<file path="src/rtl/irq_ctrl_pkg.sv">
// Shared widths and source positions for the interrupt controller.
// Assumes the register port is one byte wide and the sources occupy the low bits.
package irq_ctrl_pkg;
    localparam int REG_W      = 8;
    localparam int SRC_N      = 5;
    localparam int SRC_TIMER  = 2;
    localparam int SRC_KEYPAD = 4;

    typedef enum logic {
        SEL_FLAGS  = 1'b0,
        SEL_ENABLE = 1'b1
    } reg_sel_t;
endpackage

</file>
<file path="src/rtl/irq_ctrl_flags.sv">
// Pending-flag register.
// Each bit can be set by a hardware request, replaced by a software write,
// or cleared when its interrupt is taken. Priority from low to high is:
// acceptance clear, then software write, then hardware request.
// Assumes clr_i is zero except in an accept cycle.
module irq_ctrl_flags #(
    parameter int N = 5
) (
    input  logic         clk,
    input  logic         rst_n,
    input  logic [N-1:0] req_i,
    input  logic         wr_i,
    input  logic [N-1:0] wdata_i,
    input  logic [N-1:0] clr_i,
    output logic [N-1:0] flags_o
);
    logic [N-1:0] flags_q;
    logic [N-1:0] flags_nxt;

    // Combine the three update sources in their priority order.
    always_comb begin
        flags_nxt = flags_q & ~clr_i;
        if (wr_i) begin
            flags_nxt = wdata_i;
        end
        flags_nxt = flags_nxt | req_i;
    end

    // Hold the flag state.
    always_ff @(posedge clk) begin
        if (!rst_n) begin
            flags_q <= '0;
        end else begin
            flags_q <= flags_nxt;
        end
    end

    assign flags_o = flags_q;


    req_sets_flag_chk: assert property (@(posedge clk) disable iff (!rst_n)
        (|req_i) |=> ((flags_o & $past(req_i)) == $past(req_i)));
endmodule

</file>
<file path="src/rtl/irq_ctrl_prio.sv">
// Fixed-priority encoder: bit 0 has the highest priority.
// Outputs a one-hot vector with the lowest set bit of req_i, or zero.
// The structure is pure combinational logic.
module irq_ctrl_prio #(
    parameter int N = 5
) (
    input  logic [N-1:0] req_i,
    output logic [N-1:0] win_o
);
    logic [N:0] seen;

    assign seen[0] = 1'b0;

    // Ripple "a lower bit is set" upward, and grant only the first set bit.
    for (genvar i = 0; i < N; i++) begin : g_stage
        assign win_o[i]  = req_i[i] & ~seen[i];
        assign seen[i+1] = seen[i] | req_i[i];
    end
endmodule

</file>
<file path="src/rtl/irq_ctrl.sv">
// Interrupt controller top.
// Holds the enable register and the master enable. Decides take and wake,
// and selects the winning source through the priority encoder.
// Assumes the core reacts to take in the same cycle it is raised.
module irq_ctrl
    import irq_ctrl_pkg::*;
(
    input  logic             clk,
    input  logic             rst_n,
    input  logic [SRC_N-1:0] irq_req,
    input  logic             reg_sel,
    input  logic             reg_we,
    input  logic [REG_W-1:0] reg_wdata,
    output logic [REG_W-1:0] reg_rdata,
    input  logic             ime_set,
    input  logic             ime_clr,
    input  logic             halted,
    output logic             take,
    output logic [SRC_N-1:0] vec,
    output logic             wake
);
    localparam int PAD_W = REG_W - SRC_N;

    logic [REG_W-1:0] en_q;
    logic             ime_q;
    logic [SRC_N-1:0] flags;
    logic [SRC_N-1:0] pend;
    logic [SRC_N-1:0] win;
    logic             any_pend;
    logic             flag_wr;
    logic             en_wr;

    assign flag_wr = reg_we && (reg_sel_t'(reg_sel) == SEL_FLAGS);
    assign en_wr   = reg_we && (reg_sel_t'(reg_sel) == SEL_ENABLE);

    irq_ctrl_flags #(.N(SRC_N)) flags_i (
        .clk     (clk),
        .rst_n   (rst_n),
        .req_i   (irq_req),
        .wr_i    (flag_wr),
        .wdata_i (reg_wdata[SRC_N-1:0]),
        .clr_i   (vec),
        .flags_o (flags)
    );

    irq_ctrl_prio #(.N(SRC_N)) prio_i (
        .req_i (pend),
        .win_o (win)
    );

    // Find the serviceable requests and derive take, vec and wake.
    always_comb begin
        pend     = flags & en_q[SRC_N-1:0];
        any_pend = |pend;
        take     = ime_q & any_pend;
        vec      = take ? win : '0;
        wake     = halted & any_pend;
    end

    // Read mux: unused flag bits read as ones.
    always_comb begin
        if (reg_sel_t'(reg_sel) == SEL_ENABLE) begin
            reg_rdata = en_q;
        end else begin
            reg_rdata = {{PAD_W{1'b1}}, flags};
        end
    end

    // Enable register.
    always_ff @(posedge clk) begin
        if (!rst_n) begin
            en_q <= '0;
        end else if (en_wr) begin
            en_q <= reg_wdata;
        end
    end

    // Master enable: accept or clear wins over set.
    always_ff @(posedge clk) begin
        if (!rst_n) begin
            ime_q <= 1'b0;
        end else if (take || ime_clr) begin
            ime_q <= 1'b0;
        end else if (ime_set) begin
            ime_q <= 1'b1;
        end
    end


    vec_winner_chk: assert property (@(posedge clk) disable iff (!rst_n)
        take |-> (($countones(vec) == 1) && ((vec & pend) == vec)));


    single_take_chk: assert property (@(posedge clk) disable iff (!rst_n)
        take |=> !take);


    winner_cleared_chk: assert property (@(posedge clk) disable iff (!rst_n)
        (take && !flag_wr && ((irq_req & vec) == '0)) |=> ((flags & $past(vec)) == '0));


    clear_blocks_take_chk: assert property (@(posedge clk) disable iff (!rst_n)
        ime_clr |=> !take);
endmodule

</file>
<file path="config.mk">
export PLATFORM = sky130hd
export DESIGN_NAME = irq_ctrl
export DESIGN_NICKNAME = d
export VERILOG_FILES = /design/src/rtl/irq_ctrl_pkg.sv /design/src/rtl/irq_ctrl_flags.sv /design/src/rtl/irq_ctrl_prio.sv /design/src/rtl/irq_ctrl.sv
export SDC_FILE = /design/constraint.sdc
export NUM_CORES = 1
export LEC_CHECK = 0
export BUFFER_PORTS_ARGS = -buffer_cell sky130_fd_sc_hd__buf_2
export CAP_MARGIN = 20
export CELL_PAD_IN_SITES_DETAIL_PLACEMENT = 0
export CELL_PAD_IN_SITES_GLOBAL_PLACEMENT = 1
export CORE_ASPECT_RATIO = 0.6
export CORE_UTILIZATION = 33
export CTS_CLUSTER_SIZE = 10
export DETAILED_ROUTE_END_ITERATION = 12
export PLACE_DENSITY = 0.87
export SLEW_MARGIN = 10
export SYNTH_ARGS = -nofsm -noshare
export SYNTH_HDL_FRONTEND = slang
export SYNTH_HIERARCHICAL = 1
export SYNTH_SLANG_ARGS = --single-unit
</file>
<file path="constraint.sdc">
create_clock -name clk -period 1.9 [get_ports clk]
set_clock_uncertainty 0.15 [all_clocks]
set_input_delay 0.38 -clock clk [delete_from_list [all_inputs] [get_ports clk]]
set_output_delay 0.38 -clock clk [all_outputs]
set_load 0.03 [all_outputs]
</file>
==> metrics.md <==
| Metric | Value |
|---|---|
| Fill cells | `about 220` |
| Worst EP arrival | `1450 ps` |
| Failing checks | `negative setup slack` |
| CTS Hold Bufs | `0` |
| Clock Tree Root | `clkbuf_8` |
| Nets | `156` |
| Crit path buffers/inverters | `2` |
| Skew-Pair Late Insertion Delay | `240 ps` |
| Synth Warn # | `6` |
| Kind of critical path | `flip-flop to output pin` |
| Routed vias | `around 850` |
| MaxCap Viol Count | `0` |
| CP max stage cell | `dfxtp_2` |
| GRT Resource Usage Total | `0.164` |
| Most frequent CP cell | `buf_4` |
| Reg-to-reg endpoint | `flags_i/flags_o[1]$_SDFF_PN0_` |
| Diodes inserted | `0` |
| Syn nets | `115` |
| Syn Area/Cell | `9.00 um2` |
| RSZ-0062 raised after global routing | `yes` |
| First-pass GRT wire length | `approximately 3500 um` |
| Initial core utilization | `0.373` |
| DRC | `0` |
| Avg Vias per Cell | `5.16` |
| Sequential cell area | `a little under 300 um2` |
| Synth Instances | `between 90 and 100` |
| Synth Register Bits | `14` |
| Row count | `13` |
| Setup ws final | `-79.6 ps` |
| Seq/Total Area, Yosys | `0.328` |
| Hpwl dp | `about 1500 um` |
| Multi-input gate area | `~600 um2` |
| Wirelength per Cell | `~13 um` |
| CP top delay family | `buffers and inverters` |
| TritonCTS clock tree | `yes` |
| Status | `finished, violations left` |
| Area grow syn2layout | `45.1%` |
| Die area | `between 2000 and 3000 um2` |
| PD cells | `633 nW/um2` |
| CTS Buf Count | `3` |
| Worst slew pin tran | `roughly 480 ps` |
| Slew Viols, Final | `0` |
| Reg clk slew, reported paths | `~60 ps` |
| Final Hold Fails | `0` |
| Fmax | `approximately 0.51 GHz` |
| Worst setup path end | `vec[0]` |
| CP Max Fanout | `8` |
| Netlist cell types | `23` |
| Vias in the first global route | `about 770` |
| Final min period | `around 2000 ps` |
| Largest net degree at the start of global routing | `21` |
| DRT Wirelength | `around 2200 um` |
| Antenna violations before repair | `0` |
| R2R Path Start | `flags_i/flags_o[3]$_SDFF_PN0_` |
| Instance count on the critical path | `4` |
| Share of cells above drive strength 1 | `0.526` |
| Hold Crit Class | `primary input to flip-flop` |
| Req. time, crit path | `roughly 1400 ps` |
| Top Ports | `35` |
| R2r setup slk | `about 80 ps` |
| Final Util | `0.541` |
| VDD IR max | `a little over 500 uV` |
| GRT overflow | `0` |
| Critical Path Start | `flags_i/flags_o[3]$_SDFF_PN0_` |
| Tcrit/Tclk final | `1.04` |
| Slew headroom | `0.681` |
| H-tree depth | `1` |
| Critical-path cell list | `a222oi_1 > buf_4 > a21oi_1 > buf_4` |
| Type of element launching the critical path | `flip-flop` |
| Clk sinks | `14` |
| FF-to-FF path depth | `6` |
| CP Capture Type | `output pin` |
| Global placement routability congestion | `a little under 0.8` |
| Port Buffers | `34` |
| Core area | `about 2300 um2` |
| Aggregate negative setup slack | `-287 ps` |
| Final ANT Viol Nets | `0` |
| Slowest cell delay on critical path | `roughly 330 ps` |
| Clock Path Buffers | `2` |
| First-pass iteration count of the detailed router | `4` |
| Synth Cell Area | `roughly 850 um2` |
| Chip Height | `41.4 um` |
| DRT iter0 DRCs | `20` |
| # setup viols final | `7` |
| LEAKAGE | `0.000555 uW` |
| Place WS | `approximately 86 ps` |
| Die width | `around 68 um` |
-- synthesized netlist by cell type, drive strengths merged --
library cell | n | share of area
nand2b | 4 | 0.029
a21boi | 15 | 0.13
nor4bb | 1 | 0.012
clkbuf | 4 | 0.018
mux2 | 5 | 0.066
nor4b | 1 | 0.018
a41o | 1 | 0.012
nor3b | 1 | 0.0088
nand2 | 5 | 0.022
and2 | 5 | 0.038
dfxtp | 14 | 0.33
nor2b | 3 | 0.022
o21a | 8 | 0.070
buf | 2 | 0.022
a22oi | 1 | 0.0088
or3b | 5 | 0.051
nor4 | 1 | 0.015
and3 | 8 | 0.059
a222oi | 1 | 0.012
a21oi | 10 | 0.059
-- layout make-up --
type	instances	share of cell area
Timing Repair Buffer	42	0.212
Clock buffer	4	0.0444
Tap cell	30	0.0303
Multi-Input combinational cell	75	0.479
Sequential cell	14	0.234
-- where the power goes --
| part | internal, uW | switching (uW) | total, uW |
|---|---|---|---|
| Combinational | 76.0 | 87.5 | 164 |
| Clock | 184 | 108 | 292 |
| Sequential | 313 | 16.6 | 330 |
-- cell families (layout without fill, tap and decap cells) --
logic type | count (synthesis) | in the layout | synth area share
AO/OA/AOI/OAI | 36 | 36 | 0.293
buffers and inverters | 6 | 46 | 0.0395
flip-flops | 14 | 14 | 0.328
multiplexers | 5 | 5 | 0.0659
AND/OR/NAND/NOR | 34 | 34 | 0.274
-- registers in the layout (all words and copies together) (netlist names) --
register	cells
ime_q	1
flags_i/flags_o	5
en_q	8
-- layer usage --
layer / part of all wire / GRT usage / up-vias
li1: - / - / 428
met5: 0 / 0 / -
met4: 0 / 0.0255 / 0
met3: 0.067 / 0.0604 / 0
met1: 0.50 / 0.230 / 396
met2: 0.43 / 0.240 / 28
-- worst register-to-register path: stages (launching register included) --
cell and delay (ps):
dfxtp_2 330, a222oi_1 320, buf_4 240, a21oi_2 90, buf_4 170, or3b_1 340, a21boi_1 120
-- how the worst min path moves through the flow --
stage,slack [ps],end,depth (start not counted),from
after detailed placement,430,flags_i/flags_o[4]$_SDFF_PN0_,2,flags_i/flags_o[4]$_SDFF_PN0_
after CTS,240,flags_i/flags_o[0]$_SDFF_PN0_,3,irq_req[0]
final,260,flags_i/flags_o[1]$_SDFF_PN0_,3,irq_req[1]
after global placement,410,flags_i/flags_o[4]$_SDFF_PN0_,2,flags_i/flags_o[4]$_SDFF_PN0_
after floorplan,380,flags_i/flags_o[0]$_SDFF_PN0_,1,rst_n
after global routing,280,flags_i/flags_o[0]$_SDFF_PN0_,3,irq_req[0]
-- what timing repair did --
item / CTS / global route
buffers inserted: 3 / 1
pin swaps: 1 / 1
resized for setup: 24 / 9
setup endpoints to repair: 7 / 7
endpoints found under the hold margin: 0 / 0
-- through the flow --
stage	instance area, um2	power [uW]	hold WS, ps	cells
finish	1240	785	255	165
CTS	1200	786	242	164
floorplan	855	428	383	95
detailed placement	1060	482	427	157
global route	1240	819	278	165
global placement	1060	478	412	157
-- layout by cell type, fill, tap and decap left out, types with 5 or more instances in the layout --
master,count
dfxtp_1,6
a21boi_0,9
nand2_1,5
a21boi_1,6
a21oi_1,6
or3b_1,5
dfxtp_2,8
buf_2,27
and3_1,8
mux2_2,5
buf_4,11
o21a_1,8
Note: power is estimated with default switching activity, not from simulation.
